`src/rtl/hb_pkg.sv`:
```
package hb_pkg;
  typedef enum logic [2:0] {
    ST_IDLE     = 3'd0,
    ST_HOLD_LO  = 3'd1,  // high requested, low gate not yet discharged
    ST_HI_ON    = 3'd2,
    ST_HOLD_HI  = 3'd3,  // low requested, high gate not yet discharged
    ST_LO_ON    = 3'd4
  } hb_state_t;

  // synchronized input vector bit positions
  localparam int B_CMD_HI = 0;
  localparam int B_CMD_LO = 1;
  localparam int B_HI_DIS = 2;
  localparam int B_LO_DIS = 3;
  localparam int B_FLT_UV = 4;
  localparam int B_MAIN_UV = 5;
  localparam int NUM_IN = 6;
endpackage

```
`src/rtl/hb_sync.sv`:
```
module hb_sync #(
  parameter int W = 6,
  parameter int STAGES = 2,
  parameter logic [W-1:0] RST_VAL = '0
) (
  input  logic         clk,
  input  logic         rst,
  input  logic [W-1:0] d,
  output logic [W-1:0] q
);
  logic [W-1:0] stg [STAGES];

  always_ff @(posedge clk) begin
    if (rst) stg[0] <= RST_VAL;
    else     stg[0] <= d;
  end

  generate
    for (genvar i = 1; i < STAGES; i++) begin : g_stage
      always_ff @(posedge clk) begin
        if (rst) stg[i] <= RST_VAL;
        else     stg[i] <= stg[i-1];
      end
    end
  endgenerate

  assign q = stg[STAGES-1];
endmodule

```
`src/rtl/hb_fsm.sv`:
```
module hb_fsm
  import hb_pkg::*;
(
  input  logic clk,
  input  logic rst,
  input  logic s_cmd_hi,
  input  logic s_cmd_lo,
  input  logic s_hi_dis,
  input  logic s_lo_dis,
  input  logic s_main_uv,
  input  logic s_float_uv,
  output logic gate_hi_en,
  output logic gate_lo_en,
  output logic wait_nxt
);
  hb_state_t st_q, st_d;
  logic want_hi, want_lo;

  // each command is ignored while the other is high; lockouts differ in reach
  assign want_hi = s_cmd_hi & ~s_cmd_lo & ~s_main_uv & ~s_float_uv;
  assign want_lo = s_cmd_lo & ~s_cmd_hi & ~s_main_uv;

  always_comb begin
    st_d = st_q;
    case (st_q)
      ST_IDLE: begin
        if (want_hi)      st_d = s_lo_dis ? ST_HI_ON : ST_HOLD_LO;
        else if (want_lo) st_d = s_hi_dis ? ST_LO_ON : ST_HOLD_HI;
      end
      ST_HOLD_LO: begin
        if (!want_hi)     st_d = ST_IDLE;
        else if (s_lo_dis) st_d = ST_HI_ON;
      end
      ST_HI_ON:   if (!want_hi) st_d = ST_IDLE;
      ST_HOLD_HI: begin
        if (!want_lo)     st_d = ST_IDLE;
        else if (s_hi_dis) st_d = ST_LO_ON;
      end
      ST_LO_ON:   if (!want_lo) st_d = ST_IDLE;
      default:    st_d = ST_IDLE;
    endcase
  end

  assign wait_nxt = (st_d == ST_HOLD_LO) || (st_d == ST_HOLD_HI);

  always_ff @(posedge clk) begin
    if (rst) begin
      st_q       <= ST_IDLE;
      gate_hi_en <= 1'b0;
      gate_lo_en <= 1'b0;
    end else begin
      st_q       <= st_d;
      gate_hi_en <= (st_d == ST_HI_ON);
      gate_lo_en <= (st_d == ST_LO_ON);
    end
  end

  p_never_both_r1: assert property (@(posedge clk) disable iff (rst)
    !(gate_hi_en && gate_lo_en));

  p_off_before_lo_r3: assert property (@(posedge clk) disable iff (rst)
    $rose(gate_lo_en) |-> !$past(gate_hi_en));

  p_off_before_hi_r3: assert property (@(posedge clk) disable iff (rst)
    $rose(gate_hi_en) |-> !$past(gate_lo_en));

  p_hi_waits_flag_r4: assert property (@(posedge clk) disable iff (rst)
    $rose(gate_hi_en) |-> $past(s_lo_dis));

  p_lo_waits_flag_r4: assert property (@(posedge clk) disable iff (rst)
    $rose(gate_lo_en) |-> $past(s_hi_dis));

  p_main_uv_off_r5: assert property (@(posedge clk) disable iff (rst)
    $past(s_main_uv) |-> (!gate_hi_en && !gate_lo_en));

  p_float_uv_hi_off_r6: assert property (@(posedge clk) disable iff (rst)
    $past(s_float_uv) |-> !gate_hi_en);
endmodule

```
`src/rtl/hb_timeout.sv`:
```
module hb_timeout #(
  parameter int LIMIT = 32
) (
  input  logic clk,
  input  logic rst,
  input  logic waiting,
  output logic fault
);
  localparam int CW = $clog2(LIMIT + 1);
  localparam logic [CW-1:0] LIM_V = CW'(LIMIT);

  logic [CW-1:0] cnt_q;

  always_ff @(posedge clk) begin
    if (rst) begin
      cnt_q <= '0;
      fault <= 1'b0;
    end else begin
      if (!waiting)           cnt_q <= '0;
      else if (cnt_q != LIM_V) cnt_q <= cnt_q + 1'b1;
      fault <= waiting && (cnt_q == LIM_V);
    end
  end
endmodule

```
`src/rtl/hb_interlock.sv`:
```
module hb_interlock
  import hb_pkg::*;
#(
  parameter int SYNC_STAGES = 2,
  parameter int TIMEOUT_EN  = 1,
  parameter int TIMEOUT_CYC = 32
) (
  input  logic clk,
  input  logic rst,
  input  logic cmd_hi,
  input  logic cmd_lo,
  input  logic hi_gate_dis,
  input  logic lo_gate_dis,
  input  logic main_uv,
  input  logic float_uv,
  output logic gate_hi_en,
  output logic gate_lo_en,
  output logic uv_status,
  output logic tmo_fault
);
  localparam logic [NUM_IN-1:0] SYNC_RST =
    (NUM_IN'(1) << B_MAIN_UV) | (NUM_IN'(1) << B_FLT_UV);

  logic [NUM_IN-1:0] raw, syn;
  logic wait_nxt;

  assign raw[B_CMD_HI]  = cmd_hi;
  assign raw[B_CMD_LO]  = cmd_lo;
  assign raw[B_HI_DIS]  = hi_gate_dis;
  assign raw[B_LO_DIS]  = lo_gate_dis;
  assign raw[B_FLT_UV]  = float_uv;
  assign raw[B_MAIN_UV] = main_uv;

  hb_sync #(.W(NUM_IN), .STAGES(SYNC_STAGES), .RST_VAL(SYNC_RST)) u_sync (
    .clk(clk), .rst(rst), .d(raw), .q(syn)
  );

  hb_fsm u_fsm (
    .clk(clk), .rst(rst),
    .s_cmd_hi(syn[B_CMD_HI]), .s_cmd_lo(syn[B_CMD_LO]),
    .s_hi_dis(syn[B_HI_DIS]), .s_lo_dis(syn[B_LO_DIS]),
    .s_main_uv(syn[B_MAIN_UV]), .s_float_uv(syn[B_FLT_UV]),
    .gate_hi_en(gate_hi_en), .gate_lo_en(gate_lo_en),
    .wait_nxt(wait_nxt)
  );

  generate
    if (TIMEOUT_EN != 0) begin : g_tmo
      hb_timeout #(.LIMIT(TIMEOUT_CYC)) u_tmo (
        .clk(clk), .rst(rst), .waiting(wait_nxt), .fault(tmo_fault)
      );
    end else begin : g_no_tmo
      assign tmo_fault = 1'b0;
    end
  endgenerate

  always_ff @(posedge clk) begin
    if (rst) uv_status <= 1'b1;
    else     uv_status <= syn[B_MAIN_UV];
  end

  p_fault_gates_off_r9: assert property (@(posedge clk) disable iff (rst)
    tmo_fault |-> (!gate_hi_en && !gate_lo_en));
endmodule

```
`config.mk`:
```
export PLATFORM = sky130hd
export DESIGN_NAME = hb_interlock
export DESIGN_NICKNAME = d
export VERILOG_FILES = /design/src/rtl/hb_pkg.sv /design/src/rtl/hb_sync.sv /design/src/rtl/hb_fsm.sv /design/src/rtl/hb_timeout.sv /design/src/rtl/hb_interlock.sv
export SDC_FILE = /design/constraint.sdc
export NUM_CORES = 1
export LEC_CHECK = 0
export CAP_MARGIN = 30
export CORE_MARGIN = 2
export CORE_UTILIZATION = 51
export DETAILED_ROUTE_END_ITERATION = 8
export PLACE_DENSITY = 0.86
export SYNTH_ARGS = -nofsm -noshare
export SYNTH_HDL_FRONTEND = slang
export SYNTH_SLANG_ARGS = --single-unit
```
`constraint.sdc`:
```
create_clock -name clk -period 1.72 [get_ports clk]
set_clock_uncertainty 0.05 [all_clocks]
set_input_delay 0.344 -clock clk [delete_from_list [all_inputs] [get_ports clk]]
set_output_delay 0.344 -clock clk [all_outputs]
set_load 0.03 [all_outputs]
```
-- Word-level counts from Yosys, hierarchy flattened
Memory sizes are Yosys's and may differ from the RTL's.
Cells that the tools add are included.
- RAM bits: 12
- flip-flop bits (word level): 13
- input port bits: 8
- output and inout bits: 4
- memories kept: 1
- muxes and demuxes: 16
- add/subtract/negate cells: 1
- reduce and logical (&&, ||, !) cells: 4
- eq/ne operators: 10
- bitwise logic cells: 12
- memories (memory ; words ; width ; rd ports ; clocked after memory_dff ; write ports ; line ; source):
    u_sync.stg ; 2 ; 6 ; 2 ; 0 ; 2 ; hb_sync.sv:11 ; logic [W-1:0] stg [STAGES];
- operators by type and width (cell ; count):
    two-way mux 3 bit ; 9
    one-hot mux 3 bit (5 select lines) ; 1
    equality test 3 x 2 -> 1 bit (second input constant) ; 4
    two-way mux 6 bit ; 2
    adder 6 x 1 -> 6 bit (second input constant) ; 1
    equality test 3 x 1 -> 1 bit (second input constant) ; 2
    equality test 3 bit (second input constant) ; 2
    equality test 6 bit (second input constant) ; 1
    inequality test 6 bit (second input constant) ; 1
    AND 1 bit ; 5
    inverter 1 bit ; 5
    logical NOT 3 bit ; 1
    two-way mux 1 bit ; 3
    two-way mux 2 bit ; 1
    OR 1 bit ; 2
    OR reduction 2 bit ; 1
    logical AND 1 bit ; 1
    logical OR 1 bit ; 1

-- Longest topological paths before layout
Gate-level depths: netlist (run 1).
An unclocked memory read counts as a cell.
- word-level depth: 11
- depth in mapped cells: 6
- gate-level depth less buffers: 6

-- Modules after synthesis
From an unflattened synthesis (run 1), not the netlist that was laid out.
- cells, all modules: 92
- area total of the unflattened synthesis: 974.7 um^2
- by module, submodules not included (module ; cells each ; instances ; area an instance (um^2) ; seq. area each (um^2)):
    hb_sync ; 25 ; 1 ; 327.8 ; 240.2
    hb_timeout ; 35 ; 1 ; 321.6 ; 140.1
    hb_fsm ; 30 ; 1 ; 299.0 ; 100.1
    hb_interlock ; 2 ; 1 ; 26.3 ; 20.0

-- Worst setup path before layout (run 1)
No wires, ideal clock.
- path kind: reg-to-reg
- start: memory u_sync.stg[1][0]
- end: register g_tmo.u_tmo.cnt_q[2]
- required time: 1582 ps
- path buffers: 1
- data arrival time: 1448 ps
- path slack: 135 ps
- cell stages (with the launch flop): 6
- path through: dfxtp_1 or3b_1 clkbuf_2 a2111o_1 o31a_4 nor4_2
- RTL lines (what ; line ; source):
    start, declared ; hb_sync.sv:11 ;
    end signal, assigned ; hb_timeout.sv:20 ; else if (cnt_q != LIM_V) cnt_q <= cnt_q + 1'b1;
    end, declared ; hb_timeout.sv:12 ; logic [CW-1:0] cnt_q;

-- Worst setup path after layout (run 1)
- start: register u_fsm.st_q[1]
- end: register g_tmo.u_tmo.cnt_q[2]
- cells in the longest elaborated chain, start to end: 7
- elaborated cells between the ends (all ways): 19
- those cells by class: eq/ne (6); mux (9); bitwise (1); reduce/logical (3)
- RTL lines (what ; line ; source):
    start, declared ; hb_fsm.sv:16 ; hb_state_t st_q, st_d;
    start signal, assigned ; hb_fsm.sv:52 ; st_q <= st_d;
    two-way mux 3 bit (on tied branches) ; hb_fsm.sv:37, hb_fsm.sv:28, hb_fsm.sv:32 ;
    two-way mux 3 bit (on tied branches) ; hb_fsm.sv:36, hb_fsm.sv:27, hb_fsm.sv:31 ;
    one-hot mux 3 bit (5 select lines) * ; hb_fsm.sv:25 ; case (st_q)
    equality test 3 x 1 -> 1 bit / equality test 3 x 2 -> 1 bit (equally long branches) ; hb_fsm.sv:44 ; assign wait_nxt = (st_d == ST_HOLD_LO) || (st_d == ST_HOLD_HI);
    logical OR 1 bit * ; hb_fsm.sv:44 ;
    inverter 1 bit (no line) * ; - ;
    OR reduction 2 bit (no line) * ; - ;
Every way passes the cells marked *; elsewhere a longest branch is shown, timed or not.
A chain may end at the register's enable or synchronous reset.

==> metrics, run 1 <==
Tmin final=approximately 1.6 ns; synthesis-to-finish area growth=22.1%; Mapped Area=roughly 900 µm²; Seq/Total Area, Yosys=roughly 55%; Leak Pwr=roughly 0.43 nW; YS warnings=0; Placement Cell Area=about 0.0011 mm²; Hold Buf Count CTS=0; gp weighted congestion=0.823; largest cells by area after synthesis=dfxtp_1 55%, nor2b_1 5.5%, nor3_1 4.9%, or2_2 4.1%, xnor2_1 2.9%; n_diodes=0; Startpoint Class=flip-flop; CORE AREA=about 0.0017 mm²; post-route ant nets=0; I/O Buffers=11; Cell variety after synth=27; CP arrival=approximately 1.8 ns; WS Path Type=flip-flop to flip-flop; FP Rows=15; maxcap violations=0; Tightest Hold Check Type=flip-flop to flip-flop; Slew Limit Fails=0; share of layout cells above drive strength 1=17.6%; Initial DRT Pass Iterations=3; Fillers=about 130; Clk Tree Root Cell=clkbuf_4; Final setup viols=0; H-tree levels=1; required time of the worst setup path=~1.9 ns; Final Cycle Share=a little over nine tenths; Syn Nets=96; number of DRC markers in iteration 0=18; CP Capture Type=flip-flop; maximum vdd drop=~0.58 mV; worst-path fanout max=8; dpl hpwl=1080 µm; Initial Util=53.3%; Vias/cell=5.15; CTS sink count=25; cts bufs inserted=3; vias in the first global route=between 600 and 700; PD cells=821 mW/mm²; Final Hold Viols=0; total I/O pin count=12; DR vias=654; total chip power=between 0.9 and 1 mW; post-layout util=65.1%; die height=~46 µm; DRT Wirelength=around 1400 µm; Avg Cell Area, Syn=between 10 and 15 µm²; final setup TNS=0 ns; Max-Slew Margin vs Limit=70.7%; Synth Register Bits=25; largest net degree at the start of global routing=16; first-pass GRT wire length=2500 µm; post-synth top area cell=dfxtp_1; RSZ-0062 raised after global routing=false; Die Span X=46.3 µm; initial antenna violation count=0; synthesized instance count=between 80 and 90; final instance area=0.00111 mm²; CTS tree=built; routed wire length per instance=around 11 µm; total grt overflow=0; fin nets=113; # DRC=0; run status=complete, no violations; die area=approximately 0.0021 mm²; clk buf depth=2; clock latency on the worst-skew pair=0.32 ns; Worst-Margin Slew=0.439 ns; Worst-path clk slew=0.13 ns; Synth top area share=54.9%; All-Layer GR Usage=16.3%; Max Fclk=between 600 and 700 MHz
[worst max-delay path, stage by stage, from the launching register on]
cell and delay, ns:
dfxtp_1 0.41, or2_2 0.33, a2111o_1 0.38, o31a_4 0.15, nor4_2 0.24
[sequential cells by signal (all words and copies together) (netlist names)]
signal,flops
g_tmo.u_tmo.cnt_q,6
g_tmo.u_tmo.fault,1
u_fsm.gate_hi_en,1
u_fsm.gate_lo_en,1
u_fsm.st_q,3
u_sync.stg,12
uv_status,1
[synthesized netlist by cell type]
cell type and number:
or2_2 6, nor2_1 3, mux2i_1 1, xor2_1 2
nor4_1 3, a311oi_1 1, xnor2_1 3, o31a_1 1
nand2_1 5, or3b_1 1, nor4_2 1, nand3_1 2
inv_1 3, nor2b_1 8, ha_1 2, nor3_1 9
o31a_4 1, clkbuf_1 1, nand2b_1 1, o221a_2 1
clkbuf_2 1, dfxtp_1 25, a2111o_1 1, nand4b_1 1
o21bai_2 1, o21a_1 1, nor3b_1 1
[cell families after synthesis]
family                     count (synthesis)  share of synthesized area (%)
and+or+nand+nor                           41                           25.8
DFF                                       25                           54.9
AOI/OAI and AO/OA                          7                           8.38
xor gates and xnor gates                   5                           4.81
buffers and inverters                      5                           2.20
adders and majority gates                  2                           2.75
muxes                                      1                           1.10
[cell type report]
class | instances | area, µm² | area share (%)
clock inverters | 1 | 7.51 | 0.675
clock buffers | 3 | 22.5 | 2.02
well taps | 25 | 31.3 | 2.81
multi-input cells | 56 | 397 | 35.7
inverters | 3 | 11.3 | 1.01
repair buffers | 14 | 143 | 12.8
flip-flops and latches | 25 | 500 | 45.0
[report_power, final]
group / switching, mW / internal (mW)
Combinational: 0.0180 / 0.0290
Clock: 0.176 / 0.0889
Sequential: 0.00727 / 0.593
Total: 0.201 / 0.711
[worst paths after layout]
path	start	to	slack, ns	depth (start not counted)
worst min register to register	u_sync.stg[0][4]	u_sync.stg[1][4]	0.39	1
worst max-delay path	u_fsm.st_q[1]	g_tmo.u_tmo.cnt_q[2]	0.09	4
worst min-delay path	u_sync.stg[0][4]	u_sync.stg[1][4]	0.39	1
worst max register to register	u_fsm.st_q[1]	g_tmo.u_tmo.cnt_q[2]	0.09	4
[stage by stage]
stage | setup slack (ns) | cells | hold slack [ns]
floorplan | 0.135 | 86 | 0.339
global placement | 0.130 | 123 | 0.341
detailed placement | 0.111 | 123 | 0.367
CTS | 0.00468 | 127 | 0.402
global route | 0.0229 | 127 | 0.403
finish | 0.0865 | 127 | 0.392
[cell usage in the layout, fill, tap and decap left out, drive strengths merged, types with 4 or more instances in the layout]
cell	synthesis	final
clkdlybuf4s50	0	7
dfxtp	25	25
dlymetal6s2s	0	4
nand2	5	5
nor2b	8	8
nor3	9	9
nor4	4	4
or2	6	6
[per-layer routing]
metal  vias up  GRT usage (%)  wire (µm)
met5         -              0          0
met4         0           10.3         26
met3         4           2.35         27
met2         9           25.3        734
met1       312           21.0        648
li1        329              -          -
[repair_timing]
action                                  in CTS  in global routing
endpoints found under the setup margin       0                 10
resized for setup                            0                  5
setup buffers                                0                  0
Note: power is estimated with default switching activity, not from simulation.
==> run 2, diff against run 1 <==
--- a/config.mk
+++ b/config.mk
@@ -9,7 +9,7 @@
 export CORE_MARGIN = 2
 export CORE_UTILIZATION = 51
 export DETAILED_ROUTE_END_ITERATION = 8
-export PLACE_DENSITY = 0.86
+export PLACE_DENSITY = 0.71
 export SYNTH_ARGS = -nofsm -noshare
 export SYNTH_HDL_FRONTEND = slang
 export SYNTH_SLANG_ARGS = --single-unit
==> run 2 against run 1 <==
  * Die area is the same
  * Final cell count shrank 0.79%
  * Worst hold slack lost 0.017 ns
  * Sequential share of layout area is essentially flat
  * Combinational power is essentially flat
  * Register-to-register slack gained 0.03 ns
  * Setup slack gained 0.025 ns
  * Non-clock buffer count shrank 1
  * Critical path depth is the same
  * First-iteration DRC count shrank 44%
  * Via count shrank 1.2%
  * Critical path type unchanged
  * Critical endpoint is now u_fsm.st_q[1]
==> metrics, run 2 (same netlist as run 1, synthesis figures left out) <==
Final Cycle Share=93.5% (was 95.0%); # DRC=0 (unchanged); maxcap violations=0 (unchanged); Max-Slew Margin vs Limit=68.1% (was 70.7%); total I/O pin count=12 (unchanged); share of layout cells above drive strength 1=20.8% (was 17.6%); synthesis-to-finish area growth=22.9% (was 22.1%); run status=complete, no violations (unchanged); Initial DRT Pass Iterations=4 (was 3); most common cell after layout, fill and taps aside=dfxtp_1 (unchanged); gp weighted congestion=0.862 (was 0.823); required time of the worst setup path=1.86 ns (was 1.91 ns); largest net degree at the start of global routing=16 (unchanged); DRT Wirelength=1330 µm (was 1440 µm); CP arrival=1.75 ns (was 1.83 ns); Leak Pwr=0.432 nW (was 0.433 nW); first-pass GRT wire length=2100 µm (was 2500 µm); initial antenna violation count=0 (unchanged); worst path bufs/invs=0 (unchanged); Slew Limit Fails=0 (unchanged); clock latency on the worst-skew pair=0.31 ns (was 0.32 ns); FP Rows=15 (unchanged); Worst-path clk slew=0.13 ns (about the same); CP cell instances=or2_2 -> o21a_1 -> o21bai_2 -> nor3_1 (was or2_2 -> a2111o_1 -> o31a_4 -> nor4_2); CP max stage cell=o21bai_2 (was dfxtp_1); dpl hpwl=906 µm (was 1080 µm); Die Span X=46.3 µm (unchanged); worst-path fanout max=10 (was 8); maximum vdd drop=0.481 mV (was 0.576 mV); total chip power=0.906 mW (was 0.913 mW); Worst-Margin Slew=0.478 ns (was 0.439 ns); Combinational Power Share=5.2% (about the same); register with the most flip-flops=u_sync.stg (unchanged); Tightest Hold Check Type=flip-flop to flip-flop (unchanged); Fillers=139 (was 133); Final setup viols=0 (unchanged); All-Layer GR Usage=14.4% (was 16.3%); hold slack=0.375 ns (was 0.392 ns); die height=46.3 µm (unchanged); CORE AREA=0.00171 mm² (unchanged); Startpoint Class=flip-flop (unchanged); post-route ant nets=0 (unchanged); Vias/cell=5.13 (was 5.15); H-tree levels=1 (unchanged); switching power total=0.195 mW (was 0.201 mW); Max Fclk=622 MHz (was 612 MHz); CP top delay family=compound AO/OA/AOI/OAI gates (was simple AND/OR/NAND/NOR gates); total grt overflow=0 (unchanged); vias in the first global route=506 (was 621); Top Registers=u_sync.stg (12), g_tmo.u_tmo.cnt_q (6), u_fsm.st_q (3) (unchanged); Clock power frac=28.5% (was 29.0%); max FFs per register=12 (unchanged); Int Pwr=0.711 mW (about the same); Sw Ratio=21.5% (was 22.1%); number of DRC markers in iteration 0=10 (was 18); die area=0.00214 mm² (unchanged); setup bufs post-CTS=0 (unchanged); Clk Tree Root Cell=clkbuf_4 (unchanged); CTS tree=built (unchanged); fin nets=112 (was 113); Initial Util=53.3% (unchanged); Tmin final=1.61 ns (was 1.63 ns); n_diodes=0 (unchanged); commonest non-fill, non-tap cells in the layout=22 x dfxtp_1, 9 x nor3_1, 8 x nor2b_1, 7 x clkdlybuf4s50_1, 6 x or2_2 (was 25 x dfxtp_1, 9 x nor3_1, 8 x nor2b_1, 7 x clkdlybuf4s50_1, 6 x or2_2); post-layout util=65.6% (was 65.1%); CP Capture Type=flip-flop (unchanged); routed wire length per instance=10.5 µm (was 11.3 µm); Final Hold Viols=0 (unchanged); I/O Buffers=11 (unchanged); CTS sink count=25 (unchanged); cts bufs inserted=3 (unchanged); clk buf depth=2 (unchanged); PD cells=809 mW/mm² (was 821 mW/mm²); WS Path Type=flip-flop to flip-flop (unchanged); DR vias=646 (was 654); power share of the sequential group=66.3% (was 65.8%); max incr delay on CP=0.40 ns (was 0.41 ns)
## run 2: cell types whose count changed in the layout (fill, tap and decap cells not counted)
cell and change:
nor4_2 -1, dfxtp_2 +3, or3b_1 -1, buf_4 -1
or3b_4 +1, dfxtp_1 -3, nor4_4 +1
## run 2: timing repair
item                                    in CTS  in global routing
endpoints found under the setup margin       0                  7
hold endpoints to repair                     0                  0
resized for setup                            0                 10
hold buffers                                 0                  0
## run 2: final cells by class
cell class / count / area [µm²] / share of cell area, %
flip-flops and latches: 25 / 504 / 45.0
multi-input cells: 56 / 408 / 36.4
well taps: 25 / 31.3 / 2.79
clock buffers: 3 / 22.5 / 2.01
repair buffers: 13 / 135 / 12.1
clock inverters: 1 / 7.51 / 0.670
inverters: 3 / 11.3 / 1.01
## run 2: routing by layer
layer	track usage [%]	routed length [µm]	up-vias
li1	-	-	328
met1	18.6	594	292
met2	20.6	622	22
met4	9.14	32	0
met5	0	0	-
met3	4.71	77	4
## run 2: final timing paths
path,from,end,slack [ns],cells past startpoint
setup / recovery,u_fsm.st_q[0],u_fsm.st_q[1],0.11,4
hold / removal,u_sync.stg[0][5],u_sync.stg[1][5],0.37,1
setup reg to reg,u_fsm.st_q[0],u_fsm.st_q[1],0.11,4
hold reg to reg,u_sync.stg[0][5],u_sync.stg[1][5],0.37,1
## run 2: stage by stage
stage	setup slack, ns	instance area (µm²)	setup TNS (ns)	std cells
2_1_floorplan	0.135	911	0	86
3_3_place_gp	0.127	1060	0	122
3_5_place_dp	0.101	1060	0	122
4_1_cts	0.00783	1090	0	126
5_1_grt	-0.00313	1120	-0.00313	126
6_report	0.112	1120	0	126
## run 2: power by group through the flow
| stage | sequential [mW] | combinational, mW | clock (mW) |
|---|---|---|---|
| 2_1_floorplan | 0.612 | 0.0227 | 0 |
| 3_3_place_gp | 0.612 | 0.0455 | 0 |
| 3_5_place_dp | 0.612 | 0.0463 | 0 |
| 4_1_cts | 0.599 | 0.0463 | 0.268 |
| 5_1_grt | 0.603 | 0.0513 | 0.300 |
| 6_report | 0.601 | 0.0468 | 0.258 |
==> run 3, diff against run 2 <==
--- a/config.mk
+++ b/config.mk
@@ -9,6 +9,7 @@
 export CORE_MARGIN = 2
 export CORE_UTILIZATION = 51
 export DETAILED_ROUTE_END_ITERATION = 8
+export HOLD_SLACK_MARGIN = 0.1
 export PLACE_DENSITY = 0.71
 export SYNTH_ARGS = -nofsm -noshare
 export SYNTH_HDL_FRONTEND = slang
==> results of run 3 <==
No change in the layout: final DEF, timing and power equal those of run 2.
